### src/rtl/spi_sclk_pkg.sv
package spi_sclk_pkg;
  typedef enum logic {
    DIV_POW2   = 1'b0,
    DIV_LINEAR = 1'b1
  } div_mode_e;

  // Counter width able to hold the longest half period of either law.
  function automatic int half_cnt_width(input int lin_w, input int pow_w);
    int pw;
    pw = (1 << pow_w) - 1;
    return ((lin_w > pw) ? lin_w : pw) + 1;
  endfunction
endpackage

### src/rtl/sclk_half_len.sv
module sclk_half_len
  import spi_sclk_pkg::*;
#(
  parameter int LIN_W = 8,
  parameter int POW_W = 4,
  parameter int CNT_W = 16
) (
  input  logic             lin_mode,
  input  logic [LIN_W-1:0] lin_div,
  input  logic [POW_W-1:0] pow_exp,
  output logic [CNT_W-1:0] half_len
);
  logic [CNT_W-1:0] lin_len;
  logic [CNT_W-1:0] pow_len;
  localparam logic [CNT_W-1:0] ONE = CNT_W'(1);

  // Linear: half period of N+1 cycles.
  assign lin_len = CNT_W'(lin_div) + ONE;

  // Power of two: half period of 2^(M-1); M=0 is clamped to one cycle.
  always_comb begin
    if (pow_exp == '0) begin
      pow_len = ONE;
    end else begin
      pow_len = ONE << (pow_exp - POW_W'(1));
    end
  end

  assign half_len = (div_mode_e'(lin_mode) == DIV_LINEAR) ? lin_len : pow_len;
endmodule

### src/rtl/sclk_phase_counter.sv
module sclk_phase_counter #(
  parameter int CNT_W = 16
) (
  input  logic             clk,
  input  logic             rst_n,
  input  logic             run,
  input  logic [CNT_W-1:0] next_len,
  output logic             boundary
);
  logic [CNT_W-1:0] cnt_q;
  logic [CNT_W-1:0] len_q;
  logic             last;

  assign last     = (cnt_q == len_q - CNT_W'(1));
  assign boundary = run && last;

  // The half length is captured only while stopped or at a toggle, so a
  // field change never cuts a half period short.
  always_ff @(posedge clk or negedge rst_n) begin
    if (!rst_n) begin
      cnt_q <= '0;
      len_q <= CNT_W'(1);
    end else if (!run) begin
      cnt_q <= '0;
      len_q <= next_len;
    end else if (last) begin
      cnt_q <= '0;
      len_q <= next_len;
    end else begin
      cnt_q <= cnt_q + CNT_W'(1);
    end
  end
endmodule

### src/rtl/sclk_edge_stage.sv
module sclk_edge_stage (
  input  logic clk,
  input  logic rst_n,
  input  logic run,
  input  logic boundary,
  input  logic cpol,
  output logic sclk,
  output logic lead_stb,
  output logic trail_stb
);
  logic phase_q;
  logic lead_q;
  logic trail_q;

  always_ff @(posedge clk or negedge rst_n) begin
    if (!rst_n) begin
      phase_q <= 1'b0;
      lead_q  <= 1'b0;
      trail_q <= 1'b0;
    end else if (!run) begin
      phase_q <= 1'b0;
      lead_q  <= 1'b0;
      trail_q <= 1'b0;
    end else begin
      lead_q  <= boundary && !phase_q;
      trail_q <= boundary && phase_q;
      if (boundary) begin
        phase_q <= !phase_q;
      end
    end
  end

  // run gates the registered state so that stopping idles the clock at once.
  assign sclk      = cpol ^ (phase_q & run);
  assign lead_stb  = lead_q & run;
  assign trail_stb = trail_q & run;
endmodule

### src/rtl/spi_sclk_divider.sv
module spi_sclk_divider
  import spi_sclk_pkg::*;
#(
  parameter int LIN_W = 8,
  parameter int POW_W = 4
) (
  input  logic             clk,
  input  logic             rst_n,
  input  logic             run,
  input  logic             lin_mode,
  input  logic [LIN_W-1:0] lin_div,
  input  logic [POW_W-1:0] pow_exp,
  input  logic             cpol,
  output logic             sclk,
  output logic             lead_stb,
  output logic             trail_stb
);
  localparam int CNT_W = half_cnt_width(LIN_W, POW_W);

  logic [CNT_W-1:0] next_len;
  logic             boundary;

  sclk_half_len #(
    .LIN_W(LIN_W),
    .POW_W(POW_W),
    .CNT_W(CNT_W)
  ) u_len (
    .lin_mode(lin_mode),
    .lin_div (lin_div),
    .pow_exp (pow_exp),
    .half_len(next_len)
  );

  sclk_phase_counter #(
    .CNT_W(CNT_W)
  ) u_cnt (
    .clk     (clk),
    .rst_n   (rst_n),
    .run     (run),
    .next_len(next_len),
    .boundary(boundary)
  );

  sclk_edge_stage u_edge (
    .clk      (clk),
    .rst_n    (rst_n),
    .run      (run),
    .boundary (boundary),
    .cpol     (cpol),
    .sclk     (sclk),
    .lead_stb (lead_stb),
    .trail_stb(trail_stb)
  );
endmodule

### config.mk
export PLATFORM = sky130hd
export DESIGN_NAME = spi_sclk_divider
export DESIGN_NICKNAME = d
export VERILOG_FILES = /design/src/rtl/spi_sclk_pkg.sv /design/src/rtl/sclk_half_len.sv /design/src/rtl/sclk_phase_counter.sv /design/src/rtl/sclk_edge_stage.sv /design/src/rtl/spi_sclk_divider.sv
export SDC_FILE = /design/constraint.sdc
export NUM_CORES = 1
export LEC_CHECK = 0
export BUFFER_PORTS_ARGS = -buffer_cell sky130_fd_sc_hd__buf_2
export CAP_MARGIN = 20
export CORE_ASPECT_RATIO = 0.75
export CORE_UTILIZATION = 45
export DETAILED_ROUTE_END_ITERATION = 10
export HOLD_SLACK_MARGIN = 0.05
export PLACE_DENSITY_LB_ADDON = 0.25
export SYNTH_ARGS = -nofsm -noshare
export SYNTH_HDL_FRONTEND = slang
export SYNTH_SLANG_ARGS = --single-unit
### constraint.sdc
create_clock -name clk -period 2.8 [get_ports clk]
set_input_delay 0.84 -clock clk [delete_from_list [all_inputs] [get_ports clk]]
set_output_delay 0.84 -clock clk [all_outputs]
set_load 0.03 [all_outputs]
### Word level (Yosys, flattened, before mapping)

Index checks and enable logic that the tools add are counted.

| word-level totals | value |
|---|---|
| output and inout port bits | 3 |
| input bits | 17 |
| flip-flop bits (word level) | 35 |

| cells by class | value |
|---|---|
| reduce and logical (&&, ||, !) cells | 5 |
| multiplexer cells | 10 |
| bitwise operators | 4 |
| equality and inequality tests | 3 |
| shifts and indexed selects | 1 |
| $add $sub $neg | 4 |

Operators by type and width:

| cell | count |
|---|---|
| $mux W16 | 6 |
| $add A16 B1 Y16 const B | 1 |
| $eq A16 B16 Y1 | 1 |
| $shl A1 B4 Y16 const A | 1 |
| $sub A16 B1 Y16 const B | 1 |
| $add A8 B1 Y9 const B | 1 |
| $logic_not A4 Y1 | 1 |
| $mux W1 | 4 |
| $ne A2 B1 Y1 const B | 2 |
| $sub A4 B1 Y4 const B | 1 |
| $and A1 B1 Y1 | 3 |
| $logic_and A1 B1 Y1 | 3 |
| $logic_not A1 Y1 | 1 |
| $xor A1 B1 Y1 | 1 |

### Logic depth before layout (Yosys ltp)

| logic depth | value |
|---|---|
| word-level depth | 6 |
| gate-level depth with buffers | 11 |
| depth with buffers taken out | 9 |

### By module

From an unflattened synthesis, not the netlist that was laid out.

| unflattened totals | value |
|---|---|
| cells, all modules | 249 |
| area, all modules | 2433.6 sq um |

Modules (own cells, without submodules):

| module | area an instance (sq um) | cells each | sequential area each (sq um) | instances |
|---|---|---|---|---|
| sclk_phase_counter | 1974.4 | 185 | 802.0 | 1 |
| sclk_half_len | 329.1 | 52 | 0.0 | 1 |
| sclk_edge_stage | 130.1 | 12 | 75.1 | 1 |

### Worst setup path before layout

OpenSTA, ideal clock, no wires.

| timing | value |
|---|---|
| path type | input port to output port |
| start point | input run |
| end point | output sclk |
| arrival | 2.054 ns |
| path slack | -0.094 ns |
| cell stages on the path | 4 |
| cell sequence | clkbuf_1 > clkbuf_1 > nand2_1 > xnor2_1 |

| between the ends | value |
|---|---|
| word-level cells in the longest chain between the ends | 2 |

RTL lines:

| what | line | RTL |
|---|---|---|
| start: declaration | spi_sclk_divider.sv:9 | `input logic run,` |
| $and A1 B1 Y1 | sclk_edge_stage.sv:34 | `assign sclk = cpol ^ (phase_q & run);` |
| $xor A1 B1 Y1 | sclk_edge_stage.sv:34 |  |
| end: declaration | spi_sclk_divider.sv:14 | `output logic sclk,` |

Every way passes these cells.

### Final worst setup path

| timing | value |
|---|---|
| start point | register u_cnt.len_q[2] |
| end point | register u_cnt.len_q[11] |

| between the ends | value |
|---|---|
| word-level cells in the longest chain between the ends | 3 |

RTL lines:

| what | line | RTL |
|---|---|---|
| start: declaration | sclk_phase_counter.sv:11 | `logic [CNT_W-1:0] len_q;` |
| start signal: assignment | sclk_phase_counter.sv:25 | `len_q <= next_len;` |
| start signal: assignment | sclk_phase_counter.sv:28 | `len_q <= next_len;` |
| $sub A16 B1 Y16 | sclk_phase_counter.sv:14 | `assign last = (cnt_q == len_q - CNT_W'(1));` |
| $eq A16 B16 Y1 | sclk_phase_counter.sv:14 |  |
| $ne A2 B1 Y1 (no line) | n/a |  |

Every way passes these cells.
A chain may end at the register's enable or synchronous reset.

==> flow_summary_export.csv <==
group,metric,value,unit
die,fp.coreArea,5060,µm²
yosys,synth.area.top_cells,"dfrtp_1 (35%), xor2_1 (7.2%), xnor2_1 (6.8%)",
sta,hold_viol,0,
critical_path,reg2reg_depth,8,
clock_tree,cts_tree,"done",
critical_path,worstReg2RegStart,"u_cnt.len_q[2]",
hold_path,worstHoldPathType,"flip-flop to flip-flop",
global_routing,first_global_vias,1916,
yosys,synth_top_family_by_area,"simple AND/OR/NAND/NOR gates",
finish,final_core_util,0.569,
clock_tree,cts_buffers,5,
placement,hpwl,4280,µm
die,die_x,87.1,µm
placement,placed_cells,369,
global_routing,grt_pass1_wl,9410,µm
power_and_ir_drop,power.leakage,1.26,nW
clock_tree,clock_sinks,35,
run,max-cap-violations,0,
global_routing,grt_max_degree,36,
placement,place_area,2730,µm²
finish,insertedDiodeCount,0,
clock_tree,root_buffer,"clkbuf_8",
routing,drt_wl_total,5620,µm
hold_path,min_to,"u_edge.lead_q",
routing,drt_drc_violations_left,0,
finish,final_cells,379,
routing,ant_nets,0,
sta,worst_slew_pin_slew,782,ps
yosys,ys_types,52,
die,initial_core_util,0.482,
yosys,yosysTopAreaCellShare,0.348,
die,die-area,5730,µm²
yosys,avgSynthCellArea,9.02,µm²
die,io_pins,20,
sta,relSlewSlack,0.479,
global_routing,antenna_found_initial,0,
critical_path,start_kind,"flip-flop",
power_and_ir_drop,irDropWorstVdd,188,µV
outcome,status,"complete, no violations",
finish,syn_to_final_growth,17.9,%
placement,portBuffers,19,
critical_path,worstReg2RegEnd,"u_cnt.len_q[11]",
yosys,netlist_area,2440,µm²
yosys,muxShareOfSynthArea,0.0476,
yosys,synthXorXnorAreaFrac,0.140,
sta,fin_crit,2750,ps
sta,rsz0062_at_grt,"yes",
yosys,synthSimpleGateAreaFrac,0.282,
sta,holdWs,485,ps
global_routing,grt_usage,0.217,
clock_tree,clock_path_buffers,2,
die,rows,22,
sta,drv_slew,0,
critical_path,cp.required,3040,ps
hold_path,whs_path_depth,1,
critical_path,critPathMaxFanout,14,
sta,post-route-period-util,0.984,
yosys,ys_seq_elements,35,
finish,final_cell_area,2880,µm²
placement,place.gp.congestion,0.834,
routing,vias,2074,
power_and_ir_drop,p_total,1.48,mW
sta,skew,7.37,ps
yosys,yosys.area.top_type,"dfrtp_1",
critical_path,crit_arrival,2990,ps
routing,via_per_inst,5.47,
critical_path,r2r_setup_slack,50,ps
yosys,synth_fa_ha_area_frac,0.0154,
global_routing,grt-ovfl-total,0,
yosys,syn_nets,291,
routing,drt_iter0_drc,101,
die,die_y,65.8,µm
sta,timing.fmax,363,MHz
finish,fillers,486,
sta,final-setup-viol-count,0,
routing,wl_per_cell,14.8,µm
yosys,ys.flop_type,"dfrtp_1",
clock_tree,htreeDepth,2,
yosys,synth_compound_area_frac,0.116,
critical_path,setup.worst_path.class,"flip-flop to flip-flop",
critical_path,crit_path_end_kind,"flip-flop",
finish,drive_gt1_frac,0.254,
hold_path,hp-start,"u_edge.phase_q",
clock_tree,clk_latency,290,ps
yosys,async_reset_ff_frac,1.00,
yosys,yosysWarnings,0,
yosys,synth-edff-count,0,
yosys,synthCells,271,
finish,final_nets,326,
clock_tree,clkSlewWorstSetupHoldPaths,70,ps
routing,firstDrtPassIters,5,
yosys,yosysSeqAreaShare,0.359,
power_and_ir_drop,powerDensity,515,nW/µm²
-- placed cells by master (no fill, tap or decap), types with 5 or more instances in the layout --
| cell | synthesis | layout |
|---|---|---|
| a21oi_1 | 5 | 5 |
| a31oi_1 | 7 | 7 |
| and3_1 | 5 | 5 |
| buf_2 | 1 | 19 |
| buf_4 | 0 | 21 |
| clkbuf_8 | 0 | 5 |
| dfrtp_1 | 34 | 33 |
| inv_1 | 5 | 5 |
| mux2_2 | 5 | 5 |
| nand2_1 | 21 | 21 |
| nand2b_1 | 6 | 6 |
| nand3_1 | 22 | 20 |
| nor2_1 | 30 | 30 |
| nor3_1 | 8 | 8 |
| o21ai_0 | 6 | 6 |
| or4_1 | 9 | 6 |
| xnor2_1 | 19 | 18 |
| xor2_1 | 20 | 20 |
-- per-stage QoR --
step	TNS [ps]	setup WS, ps
final	0	45.3
after global routing	-156	-40.0
after CTS	0	9.86
after detailed placement	0	17.5
after global placement	0	76.4
after floorplan	-73.3	-36.7
-- sequential cells by signal, indices dropped and copies added (netlist names) --
register / count
u_cnt.cnt_q: 16
u_cnt.len_q: 16
u_edge.lead_q: 1
u_edge.phase_q: 1
u_edge.trail_q: 1
-- synth_stat cells, drive strengths merged (2+ instances only) --
library cell / n
o41ai: 2
nor4: 5
o31ai: 4
ha: 3
nand2b: 6
or4: 10
a31oi: 7
nor3b: 2
clkbuf: 10
nand2: 22
xor2: 20
buf: 5
o21ai: 7
nand4: 5
a21oi: 5
nand3: 22
nor3: 9
and2: 3
inv: 5
nor2: 30
mux2: 7
xnor2: 19
or3: 3
dfrtp: 34
mux2i: 3
nor2b: 3
and3: 5
-- power by group --
part	internal [mW]	switching [mW]
clock network	0.170	0.188
logic	0.259	0.286
registers	0.539	0.0414
total	0.967	0.515
-- kinds of logic (layout without fill, tap and decap cells) --
logic type      count (synthesis)  count (layout)
simple gates                  128             128
buf+inv                        20              55
flops                          35              35
compound gates                 36              37
mux                            10              10
xor+xnor                       39              39
fa+ha+maj                       3               3
-- final cells by class --
class | instances | area [µm²] | share of cell area
Clock inverter | 3 | 15.0 | 0.00521
Tap cell | 72 | 90.1 | 0.0313
Sequential cell | 35 | 878 | 0.305
Multi-Input combinational cell | 217 | 1530 | 0.530
Clock buffer | 5 | 68.8 | 0.0239
Timing Repair Buffer | 42 | 284 | 0.0986
Inverter | 5 | 18.8 | 0.00652
-- metal layers --
| metal | up-vias | global-route usage | share of wire |
|---|---|---|---|
| met4 | 0 | 0.0410 | 0.0071 |
| met1 | 974 | 0.321 | 0.54 |
| li1 | 1044 | - | - |
| met5 | - | 0 | 0 |
| met3 | 7 | 0.0499 | 0.040 |
| met2 | 49 | 0.323 | 0.42 |
-- how the worst max path moves through the flow --
stage / to / slack (ps) / start / cells past startpoint
2_1_floorplan: u_cnt.len_q[6] / -40 / u_cnt.len_q[11] / 9
3_3_place_gp: u_cnt.len_q[1] / 80 / u_cnt.len_q[0] / 9
3_5_place_dp: u_cnt.len_q[11] / 20 / u_cnt.len_q[1] / 10
4_1_cts: u_cnt.len_q[11] / 10 / u_cnt.len_q[0] / 10
5_1_grt: u_cnt.len_q[5] / -40 / u_cnt.len_q[0] / 10
6_report: u_cnt.len_q[11] / 50 / u_cnt.len_q[2] / 8
-- timing repair --
item | CTS | global route
setup endpoints to repair | 0 | 35
resized for setup | 0 | 10
hold buffers | 0 | 0
buffers inserted | 0 | 1
-- worst max-delay path, cell delays in order (launching register included) --
cell and delay (ps):
dfrtp_1 380, or4_4 580, buf_6 140, o21a_1 170
a311oi_2 340, o2111ai_4 240, buf_12 200, or4_1 540
nand3_2 90
No activity file was read; power rests on OpenSTA's default activity.
